--- config.mk ---
export PLATFORM = sky130hd
export DESIGN_NAME = two_level_bus_arbiter
export DESIGN_NICKNAME = d
export VERILOG_FILES = /design/src/rtl/arb2_pkg.sv /design/src/rtl/arb_rr_pick.sv /design/src/rtl/arb_grant_seq.sv /design/src/rtl/two_level_bus_arbiter.sv
export SDC_FILE = /design/constraint.sdc
export NUM_CORES = 1
export LEC_CHECK = 0
export CORE_UTILIZATION = 60
export DETAILED_ROUTE_END_ITERATION = 16
export DONT_BUFFER_PORTS = 1
export PLACE_DENSITY_LB_ADDON = 0.3
export SETUP_SLACK_MARGIN = 0.02
export SLEW_MARGIN = 30
export SYNTH_ARGS = -nofsm -noshare
export SYNTH_HDL_FRONTEND = slang
export SYNTH_HIERARCHICAL = 1
export SYNTH_SLANG_ARGS = --single-unit
--- constraint.sdc ---
create_clock -name clk -period 12.2 [get_ports clk]
set_input_delay 1.22 -clock clk [delete_from_list [all_inputs] [get_ports clk]]
set_output_delay 1.22 -clock clk [all_outputs]
set_load 0.02 [all_outputs]
--- src/rtl/arb2_pkg.sv ---
// Package: shared types for the two-level bus arbiter.
// Assumes: nothing beyond IEEE 1800-2017.
package arb2_pkg;

    // Grant sequencer state: no grant, grant to a requester, or parked grant
    typedef enum logic [1:0] {
        GS_NONE  = 2'd0,
        GS_OWNED = 2'd1,
        GS_PARK  = 2'd2
    } gnt_state_e;

endpackage

--- src/rtl/arb_rr_pick.sv ---
// Module: arb_rr_pick
// Combinational round-robin search. Returns the first set bit of elig,
// starting at position ptr and wrapping past W-1 to 0.
// Assumes: ptr < W.
module arb_rr_pick #(
    parameter int W  = 10,
    parameter int IW = 4
) (
    input  logic [W-1:0]  elig,
    input  logic [IW-1:0] ptr,
    output logic          found,
    output logic [IW-1:0] idx
);

    // Scan W positions from ptr and keep the first eligible one
    always_comb begin
        int c;
        found = 1'b0;
        idx   = '0;
        for (int k = 0; k < W; k++) begin
            c = int'(ptr) + k;
            if (c >= W) c = c - W;
            if (!found && elig[c]) begin
                found = 1'b1;
                idx   = c[IW-1:0];
            end
        end
    end

endmodule

--- src/rtl/arb_grant_seq.sv ---
// Module: arb_grant_seq
// Holds the current grant. It changes the grant only on idle-bus edges and
// always inserts an empty cycle between two different owners. It parks on
// PARK_IDX when nobody requests. It pulses issue when a grant is given to
// the current winner, so the caller can advance the rotation pointers.
// Assumes: win_idx is valid whenever any_req is high.
module arb_grant_seq
    import arb2_pkg::*;
#(
    parameter int N_REQ    = 10,
    parameter int IW       = 4,
    parameter int PARK_IDX = 0
) (
    input  logic          clk,
    input  logic          rst_n,
    input  logic          idle,
    input  logic          any_req,
    input  logic [IW-1:0] win_idx,
    output logic          gnt_vld,
    output logic [IW-1:0] gnt_idx,
    output logic          issue
);

    localparam logic [IW-1:0] PARK = IW'(PARK_IDX);

    gnt_state_e state;

    // Give a new grant from the empty state, or turn a park into a real grant
    always_comb begin
        issue = idle && any_req &&
                ((state == GS_NONE) || (state == GS_PARK && win_idx == gnt_idx));
    end

    // Move the grant state on idle-bus edges only
    always_ff @(posedge clk) begin
        if (!rst_n) begin
            state   <= GS_NONE;
            gnt_idx <= '0;
        end else if (idle) begin
            case (state)
                GS_NONE: begin
                    if (any_req) begin
                        state   <= GS_OWNED;
                        gnt_idx <= win_idx;
                    end else begin
                        state   <= GS_PARK;
                        gnt_idx <= PARK;
                    end
                end
                GS_OWNED: begin
                    if (!any_req || win_idx != gnt_idx) state <= GS_NONE;
                end
                GS_PARK: begin
                    if (any_req) begin
                        if (win_idx == gnt_idx) state <= GS_OWNED;
                        else                    state <= GS_NONE;
                    end
                end
                default: state <= GS_NONE;
            endcase
        end
    end

    assign gnt_vld = (state != GS_NONE);

    // an owner never changes while a grant stays out
    a_r3_no_swap: assert property (@(posedge clk) disable iff (!rst_n)
        (gnt_vld && $past(gnt_vld)) |-> (gnt_idx == $past(gnt_idx)));

    // a busy bus freezes the grant
    a_r4_busy_hold: assert property (@(posedge clk) disable iff (!rst_n)
        !idle |=> ($stable(gnt_vld) && $stable(gnt_idx)));

    // an idle, requestless bus with no grant gets parked
    a_r5_park: assert property (@(posedge clk) disable iff (!rst_n)
        (idle && !gnt_vld && !any_req) |=> (gnt_vld && gnt_idx == PARK));

    // the holder loses the grant once all requests vanish
    a_r10_withdraw: assert property (@(posedge clk) disable iff (!rst_n)
        (idle && state == GS_OWNED && !any_req) |=> !gnt_vld);

endmodule

--- src/rtl/two_level_bus_arbiter.sv ---
// Module: two_level_bus_arbiter (top)
// Two-level rotating arbiter for N_REQ masters. The high ring has N_REQ+1
// positions: one per high-group master plus a single slot for the whole low
// group at position N_REQ. A second ring rotates among the low group.
// Pointers move only when a grant is issued.
// Assumes: bus idle means frame_n and irdy_n both high; inputs are synchronous.
module two_level_bus_arbiter #(
    parameter int N_REQ    = 10,
    parameter int PARK_IDX = 0
) (
    input  logic             clk,
    input  logic             rst_n,
    input  logic [N_REQ-1:0] req_n,
    input  logic [N_REQ-1:0] grp_hi,
    input  logic             frame_n,
    input  logic             irdy_n,
    output logic [N_REQ-1:0] gnt_n
);

    localparam int HW = N_REQ + 1;
    localparam int IW = $clog2(HW);
    localparam logic [IW-1:0] LO_SLOT = IW'(N_REQ);

    logic [N_REQ-1:0] req, lo_elig;
    logic [HW-1:0]    hi_elig;
    logic [IW-1:0]    hi_ptr, lo_ptr, hi_idx, lo_idx, win_idx, gnt_idx;
    logic             hi_found, lo_found, win_low, any_req, idle, gnt_vld, issue;

    // Split active requests into the two rings
    always_comb begin
        req     = ~req_n;
        lo_elig = req & ~grp_hi;
        hi_elig = {|lo_elig, req & grp_hi};
        idle    = frame_n && irdy_n;
    end

    arb_rr_pick #(.W(HW), .IW(IW)) u_hi (
        .elig(hi_elig), .ptr(hi_ptr), .found(hi_found), .idx(hi_idx));

    arb_rr_pick #(.W(N_REQ), .IW(IW)) u_lo (
        .elig(lo_elig), .ptr(lo_ptr), .found(lo_found), .idx(lo_idx));

    // Resolve the final winner through the low slot when it wins
    always_comb begin
        win_low = (hi_idx == LO_SLOT);
        win_idx = win_low ? lo_idx : hi_idx;
        any_req = hi_found && (!win_low || lo_found);
    end

    arb_grant_seq #(.N_REQ(N_REQ), .IW(IW), .PARK_IDX(PARK_IDX)) u_seq (
        .clk(clk), .rst_n(rst_n), .idle(idle), .any_req(any_req),
        .win_idx(win_idx), .gnt_vld(gnt_vld), .gnt_idx(gnt_idx), .issue(issue));

    // Advance the rings past the position just served
    always_ff @(posedge clk) begin
        if (!rst_n) begin
            hi_ptr <= '0;
            lo_ptr <= '0;
        end else if (issue) begin
            hi_ptr <= (hi_idx == IW'(HW - 1)) ? '0 : hi_idx + 1'b1;
            if (win_low)
                lo_ptr <= (lo_idx == IW'(N_REQ - 1)) ? '0 : lo_idx + 1'b1;
        end
    end

    // Decode the held grant onto the active-low lines
    always_comb begin
        gnt_n = '1;
        if (gnt_vld) gnt_n[gnt_idx] = 1'b0;
    end

    // a fresh non-park grant lands on a master that was requesting
    a_r6_grant_to_requester: assert property (@(posedge clk) disable iff (!rst_n)
        (gnt_vld && !$past(gnt_vld) && gnt_idx != IW'(PARK_IDX))
        |-> (|(~$past(req_n) & ~gnt_n)));

endmodule

## Yosys cells after proc, flatten, opt, wreduce, memory -nomap -nowiden

Cells that the tools add are included.

| cells by class | value |
|---|---|
| bitwise gates (word level) | 5 |
| equal/unequal tests | 8 |
| mux-type cells | 138 |
| reductions and logical operators | 55 |
| order comparisons | 44 |
| $add $sub $neg | 42 |

Operators by type and width:

| kind | count |
|---|---|
| 32-bit by 6-bit < comparator with 1-bit output (second input constant) | 21 |
| 32-bit two-way mux | 21 |
| 32-bit by 5-bit >= comparator with 1-bit output (second input constant) | 19 |
| 32-bit by 5-bit subtractor with 32-bit output (second input constant) | 19 |
| 4-bit two-way mux | 25 |
| 1-bit binary-select mux with 4-bit select | 21 |
| 1-bit two-way mux | 65 |
| 4-bit by 3-bit adder with 5-bit output (second input constant) | 8 |
| 10-bit inverter | 3 |
| 4-bit by 4-bit adder with 5-bit output (second input constant) | 5 |
| 1-bit logical AND | 25 |
| 1-bit logical NOT | 21 |
| 4-bit by 2-bit adder with 5-bit output (second input constant) | 4 |
| 10-bit AND | 2 |
| 4-bit by 1-bit adder with 5-bit output (second input constant) | 2 |
| 10-bit two-way mux | 1 |
| 10-bit OR reduction | 1 |
| 4-bit by 4-bit subtractor with 5-bit output (second input constant) | 2 |
| 4-bit by 1-bit adder with 4-bit output (second input constant) | 2 |
| 4-bit equality test (second input constant) | 2 |
| 4-bit >= comparator (second input constant) | 2 |
| 2-bit two-way mux | 3 |
| 2-bit case mux with 3 select lines | 1 |
| 4-bit by 5-bit < comparator with 1-bit output (second input constant) | 1 |
| other kinds (12) | 16 |

| word-level totals | value |
|---|---|
| input bits | 24 |
| flip-flop bits (word level) | 14 |

## Depth between registers and ports, before layout

| logic depth | value |
|---|---|
| depth in word-level cells | 45 |
| mapped depth | 28 |

## By module

The synthesis kept the hierarchy.

Modules (own cells, without submodules):

| module | area an instance (um^2) | times used | sequential area each (um^2) | cells an instance |
|---|---|---|---|---|
| arb_rr_pick at u_hi | 4369.2 | 1 | 0.0 | 641 |
| arb_rr_pick at u_lo | 2812.7 | 1 | 0.0 | 386 |
| two_level_bus_arbiter | 732.0 | 1 | 160.2 | 103 |
| arb_grant_seq | 332.8 | 1 | 120.1 | 37 |

## Worst setup path before layout

OpenSTA, ideal clock, no wires.

| timing path | value |
|---|---|
| path kind | register to register |
| from | register hi_ptr[0] |
| to | register lo_ptr[1] |
| setup slack | 6523 ps |
| data required time | 12109 ps |
| cell stages (with the launch flop) | 26 |
| setup time | 91 ps |
| arrival time | 5586 ps |
| path through | dfxtp_1 buf_4 inv_2 buf_2 buf_2 ha_1 buf_2 buf_4 buf_4 nor2b_1 and3_1 nor3_1 mux2_2 a211oi_1 o211ai_1 nor3b_2 nor4_1 a211oi_1 buf_6 and4bb_4 a21boi_0 nand2_1 a21oi_1 buf_6 a21oi_1 a311oi_1 |

| between the ends | value |
|---|---|
| cells in the longest elaborated chain, start to end | 43 |
| elaborated cells between the ends (all ways) | 129 |
| classes of those cells | add/sub (21); order compare (11); eq/ne (2); mux (67); reduce/logical (28) |

RTL lines:

| item | line | RTL |
|---|---|---|
| start, declared | two_level_bus_arbiter.sv:26 | `logic [IW-1:0] hi_ptr, lo_ptr, hi_idx, lo_idx, win_idx, gnt_idx;` |
| start signal, assigned | two_level_bus_arbiter.sv:60 | `hi_ptr <= (hi_idx == IW'(HW - 1)) ? '0 : hi_idx + 1'b1;` |
| branches (longest 35 deep; another with 32-bit by 5-bit subtractor with 32-bit output) | - |  |
| 4-bit two-way mux * | arb_rr_pick.sv:23 | `if (!found && elig[c]) begin` |
| net hi_idx[2] | two_level_bus_arbiter.sv:26 |  |
| 4-bit equality test * | two_level_bus_arbiter.sv:45 | `win_low = (hi_idx == LO_SLOT);` |
| 1-bit logical NOT * | two_level_bus_arbiter.sv:47 | `any_req = hi_found && (!win_low \|\| lo_found);` |
| 1-bit logical OR * | two_level_bus_arbiter.sv:47 |  |
| 1-bit logical AND * | two_level_bus_arbiter.sv:47 |  |
| net any_req | two_level_bus_arbiter.sv:27 | `logic hi_found, lo_found, win_low, any_req, idle, gnt_vld, issue;` |
| 1-bit logical AND * (2 in series) | arb_grant_seq.sv:30 | `issue = idle && any_req &&` |
| net issue | two_level_bus_arbiter.sv:27 |  |
| 2-bit AND reduction (no line) * | - |  |
| end signal, assigned | two_level_bus_arbiter.sv:62 | `lo_ptr <= (lo_idx == IW'(N_REQ - 1)) ? '0 : lo_idx + 1'b1;` |
| end, declared | two_level_bus_arbiter.sv:26 |  |

Mark *: on every way through the listed nets, which the timed path passes. The select of a mux whose other input is x is not followed.
A chain may end at the register's enable or synchronous reset.

## Worst setup path after layout

| timing path | value |
|---|---|
| from | register hi_ptr[0] |
| to | register lo_ptr[0] |

The elaborated chain is that of the path after synthesis.

==> metrics <==
gr ovfl total=0; Layout area overhead=0.303%; Reg clk slew, reported paths=0.05 ns; RSZ-0062 raised after global routing=false; initial antenna violation count=0; Final min period=7.99 ns; Mapped Cells=1,167; CTS Buffer Depth=2; via count=9,461; HPWL after DPL=20.7 mm; first-pass GRT wire length=about 44 mm; number of H-tree levels=1; Synth Area per Inst=7.07 sq um; Setup violations, final=0; post-route clock period utilization=65.5%; clk root buf=clkbuf_16; Max stage delay on crit path=0.70 ns; DRC Markers=0; DR WL/cell=21.9 microns; RD Place Congestion=1.01; Hold WC Path Type=flop to flop; NumNets Final=about 1.2k; DIE AREA=approximately 14,000 sq um; Critical Path RT=12.29 ns; Critical Path, Cell by Cell=buf_4 -> inv_2 -> ha_1 -> buf_4 -> inv_1 -> a21oi_1 -> a2111oi_0 -> a221oi_1 -> a31oi_4 -> nand4_4 -> nor4b_4 -> nand3_1 -> nor3b_2 -> nor4_1 -> a211oi_1 -> and4bb_4 -> a21boi_0 -> nand2_1 -> a21oi_1 -> and2_4 -> a211oi_2; synthesized area=8250 sq um; Port Buffers=0; Fin. Hold Viols=0; crit end category=flop; GR peak layer=met2; Max transition margin=roughly 42%; Pre-antenna DRT Iters=6; area leader, netlist=mux2i_1; CTS tree=built; maxcap violations=0; drt via density=7.31; final wirelength=28.3 mm; Ys Warns=6; postcts setup bufs=0; syn_nets=1,230; post_cts resized=0; # IOs=34; Final ANT Viol Nets=0; hold depth=2; GR Util met1=47.6%; CP Max Fanout=72; asr flop ratio synth=0%; Startpoint Class=flop; crit path DAT=8.08 ns; met3 GRT Util=3.50%; number of synthesized flops with an enable pin=0; CTS buffer count=3; Slew Viols, Final=0; commonest register cell after synthesis=dfxtp_1; top cell type's share of synthesized area=between 7 and 8%; Die H=119 microns; largest net degree at the start of global routing=73; R2R depth=21; gr usage total=38.3%; Initial Util=61.8%; latest clock arrival within the worst-skew pair=approximately 0.24 ns; CTS sink count=14; antenna diode count=0; CTS Hold Buffers Added=0; layout cell share with drive strength beyond 1=10.3%; worst setup path class=flop to flop; Worst Max-Slew Pin Slew=0.870 ns; Final TNS setup=0 ns; run status=completed; Site Rows=42; vias in the first global route=8,508; Max Fclk=about 0.13 GHz; core area=13,300 sq um; most common library cells after synthesis=93 x nand2_1, 93 x nor2_1, 87 x a21oi_1; Synth Register Bits=14; register area share after synthesis=3.40%; Die Width=119 microns; slowest CP cell=a211oi_1; Distinct cells, synth=roughly 120; initial DRC count=1,066; met2 global-route usage=63.4%; Synth area leaders=mux2i_1 7.9%, ha_1 5.9%, a21oi_1 5.3%; Setup Skew=0.00147 ns
==> worst paths after layout <==
kind,start,endpoint,slack (ns)
worst max-delay path,hi_ptr[0],lo_ptr[0],4.21
worst min-delay path,u_seq/gnt_idx[3],u_seq/gnt_idx[3],0.54
worst max register to register,hi_ptr[0],lo_ptr[0],4.21
worst min register to register,u_seq/gnt_idx[3],u_seq/gnt_idx[3],0.54
==> per-layer routing <==
metal  wire, microns  part of all wire (%)
met3            2240                   7.9
met5               0                     0
met4            1960                   6.9
met2           12900                    45
met1           11200                    40
==> cells in the final DEF, fill, tap and decap left out, types with 8 or more instances in the layout <==
cell / synthesis / final
nor2_1: 93 / 93
o21ai_0: 63 / 63
xnor2_1: 29 / 29
o22ai_1: 17 / 17
and3_1: 8 / 8
nand3b_1: 17 / 17
a21oi_1: 87 / 87
o211ai_1: 16 / 16
or3_1: 11 / 11
a21boi_1: 10 / 10
and2_1: 24 / 24
a311oi_1: 8 / 8
a31oi_1: 17 / 17
o31ai_1: 9 / 9
a21o_1: 8 / 8
mux2i_1: 65 / 65
mux2_2: 10 / 10
nor4_1: 11 / 11
nand4_1: 15 / 15
nand2b_1: 27 / 27
inv_1: 33 / 33
nand3_1: 51 / 51
ha_1: 39 / 39
a21boi_0: 8 / 8
or2_2: 10 / 10
nor3_1: 24 / 24
nand2_1: 93 / 93
and3b_1: 8 / 8
buf_4: 7 / 21
dfxtp_1: 14 / 11
nor2b_1: 40 / 39
o21ai_1: 8 / 8
a211oi_1: 20 / 20
==> state kept, by name (all words and copies together) (netlist names) <==
| register | count |
|---|---|
| u_seq/state | 2 |
| lo_ptr | 4 |
| hi_ptr | 4 |
| u_seq/gnt_idx | 4 |
==> final cells by class <==
type / instances / area [sq um]
inverters: 39 / 146
flip-flops and latches: 14 / 284
clock buffers: 4 / 88.8
well taps: 176 / 220
fillers: 1261 / 5080
multi-input cells: 1041 / 7370
repair buffers: 21 / 158
==> worst max-delay path: cells and delay by family (launching register included) <==
family | cells | cell delay (ns)
AO/OA/AOI/OAI | 8 | 3.25
flip-flops | 1 | 0.31
AND/OR/NAND/NOR | 8 | 2.00
buffers and inverters | 4 | 1.81
adder cells (fa/ha/maj) | 1 | 0.41
==> kinds of logic after synthesis <==
| group | after synthesis | share of synthesized area, % |
|---|---|---|
| buffers and inverters | 112 | 7.21 |
| XOR/XNOR | 42 | 5.36 |
| flip-flops | 14 | 3.40 |
| AND/OR/NAND/NOR | 472 | 31.2 |
| multiplexers | 83 | 11.2 |
| adder cells (fa/ha/maj) | 39 | 5.92 |
| AO/OA/AOI/OAI | 405 | 35.7 |
==> stage by stage <==
step           util (%)  hold WS, ns  setup slack [ns]  instances  instance area (sq um)
2_1_floorplan         -        0.484              6.52       1167                   8250
3_3_place_gp       61.3        0.528              4.83       1291                   8180
3_5_place_dp       61.3        0.530              4.49       1291                   8180
4_1_cts            62.0        0.537              4.47       1295                   8270
5_1_grt            62.0        0.570              3.62       1295                   8270
6_report           62.0        0.538              4.21       1295                   8270
Power is not shown: default switching activity piles up to over one toggle a cycle in this logic, so the estimate is an artifact.
